==> config.mk <==
export PLATFORM = sky130hd
export DESIGN_NAME = chan_access_arb
export DESIGN_NICKNAME = d
export VERILOG_FILES = /design/src/rtl/chan_access_arb.sv
export SDC_FILE = /design/constraint.sdc
export NUM_CORES = 1
export LEC_CHECK = 0
export BUFFER_PORTS_ARGS = -buffer_cell sky130_fd_sc_hd__buf_2
export CAP_MARGIN = 20
export CORE_MARGIN = 3
export CORE_UTILIZATION = 56
export DETAILED_ROUTE_END_ITERATION = 16
export GPL_TIMING_DRIVEN = 0
export MAX_ROUTING_LAYER = met4
export PLACE_DENSITY_LB_ADDON = 0.12
export SLEW_MARGIN = 20
export SYNTH_ARGS = -nofsm -noshare
export SYNTH_HDL_FRONTEND = slang
export SYNTH_SLANG_ARGS = --single-unit
==> constraint.sdc <==
create_clock -name clk -period 2.2 [get_ports clk]
set_input_delay 0.11 -clock clk [delete_from_list [all_inputs] [get_ports clk]]
set_output_delay 0.11 -clock clk [all_outputs]
set_load 0.01 [all_outputs]
==> src/rtl/chan_access_arb.sv <==
module chan_access_arb #(
  parameter int          CLK_HZ   = 50_000_000,
  parameter int          TICK_HZ  = 100,
  parameter int          TICK_MS  = 10,
  parameter int          SLOT_W   = 16,
  parameter int          DEF_SLOT = 100,
  parameter logic [15:0] SEED     = 16'hACE1
) (
  input  logic              clk,
  input  logic              rst_n,
  input  logic              carrier,
  input  logic              tx_idle,
  input  logic              frame_pending,
  input  logic [1:0]        duplex_mode,
  input  logic [SLOT_W-1:0] slot_ms,
  input  logic              slot_wr,
  input  logic [7:0]        persist,
  output logic              tick_o,
  output logic              start_tx
);
  localparam int TICK_CYCLES = (CLK_HZ / TICK_HZ) < 2 ? 2 : CLK_HZ / TICK_HZ;
  localparam int DIV_W = $clog2(TICK_CYCLES);
  localparam logic [DIV_W-1:0] DIV_LAST = DIV_W'(TICK_CYCLES - 1);
  localparam logic [SLOT_W-1:0] DEF_RELOAD = SLOT_W'(DEF_SLOT / TICK_MS);

  logic [DIV_W-1:0]  div_q;
  logic [SLOT_W-1:0] slot_cnt;
  logic [15:0]       lfsr;
  logic [SLOT_W-1:0] reload;
  logic              ready, full_dup, expire, grant;

  assign reload   = slot_ms / SLOT_W'(TICK_MS);
  assign ready    = tx_idle && frame_pending;
  assign full_dup = duplex_mode != 2'd0;
  assign expire   = slot_cnt <= SLOT_W'(1);
  assign grant    = tick_o && ready &&
                    (full_dup || (!carrier && expire && lfsr[7:0] <= persist));

  always_ff @(posedge clk or negedge rst_n) begin
    if (!rst_n) begin
      div_q  <= '0;
      tick_o <= 1'b0;
    end else begin
      div_q  <= (div_q == DIV_LAST) ? '0 : div_q + 1'b1;
      tick_o <= div_q == DIV_LAST;
    end
  end

  always_ff @(posedge clk or negedge rst_n) begin
    if (!rst_n) lfsr <= SEED;
    else        lfsr <= {1'b0, lfsr[15:1]} ^ (lfsr[0] ? 16'hB400 : 16'h0000);
  end

  always_ff @(posedge clk or negedge rst_n) begin
    if (!rst_n) begin
      slot_cnt <= DEF_RELOAD;
    end else if (slot_wr) begin
      slot_cnt <= reload;
    end else if (tick_o && ready && !full_dup) begin
      if (carrier || expire) slot_cnt <= reload;
      else                   slot_cnt <= slot_cnt - 1'b1;
    end
  end

  always_ff @(posedge clk or negedge rst_n) begin
    if (!rst_n) start_tx <= 1'b0;
    else        start_tx <= grant;
  end
endmodule

==> After elaboration in Yosys (flattened, before gate mapping) <==
Index checks and enable logic that the tools add are counted.
{ "classes": {"shift": 0, "div_mod_pow": 1, "order_cmp": 2, "multipliers": 0, "bitwise_logic": 1, "eq_ne": 1, "reduce_logical": 12, "addsub": 2, "mux": 5} }
{ "op_table": {"columns": ["op", "count"], "rows": [
  ["16-bit two-way mux", 4],
  ["19-bit by 1-bit adder with 19-bit output, second input constant", 1],
  ["19-bit == test, second input constant", 1],
  ["19-bit two-way mux", 1],
  ["16-bit by 4-bit divider with 16-bit output, second input constant", 1],
  ["16-bit by 1-bit less-or-equal comparator with 1-bit output, second input constant", 1],
  ["16-bit by 1-bit subtractor with 16-bit output, second input constant", 1],
  ["15-bit by 16-bit XOR with 16-bit output", 1],
  ["8-bit less-or-equal comparator", 1],
  ["1-bit logical AND", 6],
  ["2-bit nonzero test", 2],
  ["1-bit zero test", 2],
  ["1-bit logical OR", 2]
]} }
{ "totals": {"regBits": 53, "memories": 0, "input_bits": 32, "rom_bits": 0, "latchBits": 0, "output_inout_bits": 2, "wordCells": 29, "ramBits": 0} }

==> Depth between registers and ports, before layout <==
{ "depth": {"word_depth": 5, "mapped_depth": 19, "depth_no_buf": 14} }

==> Worst setup path after synthesis <==
Ideal clock, no wire load.
{ "synth_path": {"kind": "input port to flip-flop", "start": "in slot_ms[15]", "end": "reg slot_cnt[0]", "path_stages": 17, "arrival_time_ps": 3690, "setup_time_ps": 124, "n_path_buf": 3, "path_slack_ps": -1614, "required_ps": 2076, "cell_sequence": "buf_6 or3b_4 nor3_4 a211oi_4 and2_1 buf_4 o2111ai_1 nor4b_4 or2_4 buf_6 nor4_1 or4_4 or2_4 a211o_1 a22o_1 a41o_1 o31a_1"} }
{ "synth_via": {"elab_chain_cells": 4} }
{ "synth_rtl": {"columns": ["element", "line_no", "source"], "rows": [
  ["start: declaration", "15", "input logic [SLOT_W-1:0] slot_ms,"],
  ["16-bit by 4-bit divider with 16-bit output (*)", "32", "assign reload = slot_ms / SLOT_W'(TICK_MS);"],
  ["16-bit two-way mux", "60", "if (carrier || expire) slot_cnt <= reload;"],
  ["16-bit two-way mux", "59", "end else if (tick_o && ready && !full_dup) begin"],
  ["16-bit two-way mux (*)", "57", "end else if (slot_wr) begin"],
  ["end signal: assignment", "58", "slot_cnt <= reload;"],
  ["end signal: assignment", "60", null],
  ["end signal: assignment", "61", "else slot_cnt <= slot_cnt - 1'b1;"],
  ["end: declaration", "27", "logic [SLOT_W-1:0] slot_cnt;"]
]} }
Every way passes the cells marked *; elsewhere a longest branch is shown, timed or not. The select of a mux whose other input is x is not followed.
A chain may end at the register's enable or synchronous reset.

==> Worst setup path after layout <==
{ "layout_path": {"start": "in slot_ms[14]", "end": "reg slot_cnt[0]"} }
The elaborated chain is that of the path after synthesis.

==> results.ini <==
[status]
status = finished, violations left
violations = setup timing

[place]
placed_cell_area_um2 = 5240
port_buffers = 27
post-place-ws_ns = -2.27
hpwl_um = 9190
dp_cells = 736
place.gp.congestion = 0.955

[logic_synthesis]
synth.ff_latch_count = 53
syn_area_um2 = 4920
synth_flop_cell = dfrtp_1
synth_cells = 604
ys_types = 94
ys_async_sr_fraction = 1.00
syn_nets = 647
synth_warnings = 0
syn_avg_cell_area_um2 = 8.15
synth_top_cells_by_area = dfrtp_1 (22%), dfstp_2 (5.3%), nor2_1 (4.5%)
yosys.area.top_type = dfrtp_1
synth_edf_count = 0
seq_area_frac_synth = 0.272
synth_top_area_frac = 0.219

[min_path]
worstHoldStart = duplex_mode[0]
hold_depth = 3
hold_class = in2reg
holdPathEnd = start_tx

[sta]
rsz0062_at_grt = yes
hold_viol = 0
period_needed_ns = 3.85
slew_violations = 0
max_slew.worst_pin.slew_ns = 0.645
fmax_ghz = 0.260
finalSetupViolations = 7
holdWs_ns = 0.0560
slew_headroom = 0.570
finClkSkew_ns = 0.0116
finalWorstSetupSlack_ns = -1.65
period_share = 1.75
tns_ns = -7.57

[route]
first_pass_iters = 6
drt_iter0_drc = 544
ant_nets = 0
routed_wl_um = 15900
num_vias = 5593
vias_per_cell = 6.89
routedWlPerCell_um = 19.6
drc_errors = 0

[finish]
fillers = 558
final_common_cell = buf_4
final_cell_mix = buf_4 (59), nor2_1 (55), dfrtp_1 (41), nand2_1 (37), buf_2 (31)
stdcell_count = 812
drive_gt1_frac = 0.348
utilization = 0.787
area.growth.synth_to_final_pct = 34.0
antenna_cells = 0
design_area_um2 = 6600
layout.nets = 749

[clock_tree]
cts.sinks = 53
insertion_delay_ns = 0.31
cts_tree = built
clock_path_buffers = 2
cts.clk_slew.worst_paths_ns = 0.09
htreeDepth = 2
cts_root_buf = clkbuf_8
cts_buffers = 5

[setup_path]
startpoint_type = input port
crit-reg2reg-launch = slot_cnt[4]
critPathMaxStageDelay_ns = 0.47
cp.arrival_ns = 4.05
worstRegToRegCells = 7
cp_max_fo = 8
end_kind = register
worst_path_max_delay_cell = nor3_4
reg2reg_to = slot_cnt[0]
crit_start = slot_ms[14]
cp.required_ns = 2.40
critPathKind = in2reg
crit_chain = buf_8 > nor2b_1 > buf_2 > xnor2_1 > o211ai_4 > buf_6 > a211oi_4 > a21o_1 > a31oi_4 > o211ai_1 > o211ai_1 > nor3_4 > buf_4 > xnor2_1 > a221oi_1 > a211o_1 > a41o_1 > o31a_1
ff2ff_setup_slack_ns = 0.05

[run]
drv_cap = 0

[pwr]
p_per_area_nw_per_um2 = 629
power.total_mw = 4.15
peakVddDrop_v = 0.000526
p_leak_nw = 2.70

[floorplan]
die_area_um2 = 9950
initial_core_util = 0.587
core_area_um2 = 8380
die_w_um = 99.7
ios = 34
rows = 33
die_h_um = 99.7

[global_routing]
antenna_found_initial = 0
grt_pass1_vias = 5141
grt_usage = 0.308
overflow = 0
grt_pass1_wl_um = 24800
grt_max_degree = 54

[critical path, delay by kind of cell]
family / cells / cell delay, ns
buffers and inverters: 4 / 0.66
xor gates and xnor gates: 2 / 0.45
and+or+nand+nor: 2 / 0.59
AOI/OAI and AO/OA: 10 / 2.22
[metal layers]
layer | track usage | part of all wire | up-vias
met5 | - | 0 | -
met4 | 0.0924 | 0.035 | 0
met3 | 0.0400 | 0.088 | 79
met2 | 0.492 | 0.47 | 346
met1 | 0.411 | 0.41 | 2667
li1 | - | - | 2501
[what timing repair did]
action                                  in CTS  in global routing
endpoints found under the hold margin       43                  0
gates cloned                                 3                  0
resized for setup                          109                 54
setup buffers                               45                 20
endpoints found under the setup margin      16                 16
hold buffers                                 1                  0
pin swaps                                   45                 30
[cells in the mapped netlist (all sizes together) (5+ instances only)]
library cell and n:
a2111oi 6, a211oi 16, a21oi 31, a221oi 5, a22o 7, a22oi 6
a31oi 9, and3 7, buf 20, clkbuf 22, dfrtp 43, dfstp 10
ha 11, inv 22, mux2i 5, nand2 41, nand2b 6, nand3 24
nand4 12, nor2 61, nor2b 6, nor3 29, nor3b 6, nor4 15
o211a 5, o211ai 10, o21ai 41, o31ai 11, xnor2 18, xor2 12
[worst max-delay path by stage]
stage | to | slack (ns) | depth (start not counted)
detailed placement | slot_cnt[0] | -2.27 | 16
global placement | slot_cnt[0] | -2.19 | 16
CTS | slot_cnt[0] | -1.48 | 19
global route | slot_cnt[0] | -1.77 | 21
floorplan | slot_cnt[0] | -1.57 | 17
finish | slot_cnt[0] | -1.65 | 18
[cell type report]
type,count,area (um^2),share of cell area
Multi-Input combinational cell,487,3850,0.583
Sequential cell,53,1340,0.203
Timing Repair Buffer,96,726,0.110
Buffer,41,329,0.0499
Tap cell,105,131,0.0199
Inverter,22,86.3,0.0131
Clock buffer,5,68.8,0.0104
Clock inverter,3,65.1,0.00986
[where the power goes]
part	internal (mW)	switching, mW	total (mW)	leakage [nW]
combinational	1.01	1.19	2.20	1.97
clock	0.452	0.322	0.774	0.0681
sequential	1.05	0.118	1.17	0.664
[logic make-up (layout without fill, tap and decap cells)]
group,count (synthesis),count (layout),share of synthesized area
xor gates and xnor gates,30,30,0.0534
muxes,7,7,0.0147
buffers and inverters,64,167,0.0631
adders and majority gates,12,12,0.0300
and+or+nand+nor,235,235,0.261
DFF,53,53,0.272
AOI/OAI and AO/OA,203,203,0.306
[sequential cells by signal, summed over array words and instances, names as in the netlist]
name and count:
start_tx 1, tick_o 1, div_q 19, lfsr 16, slot_cnt 16
No activity file was read; power rests on OpenSTA's default activity.
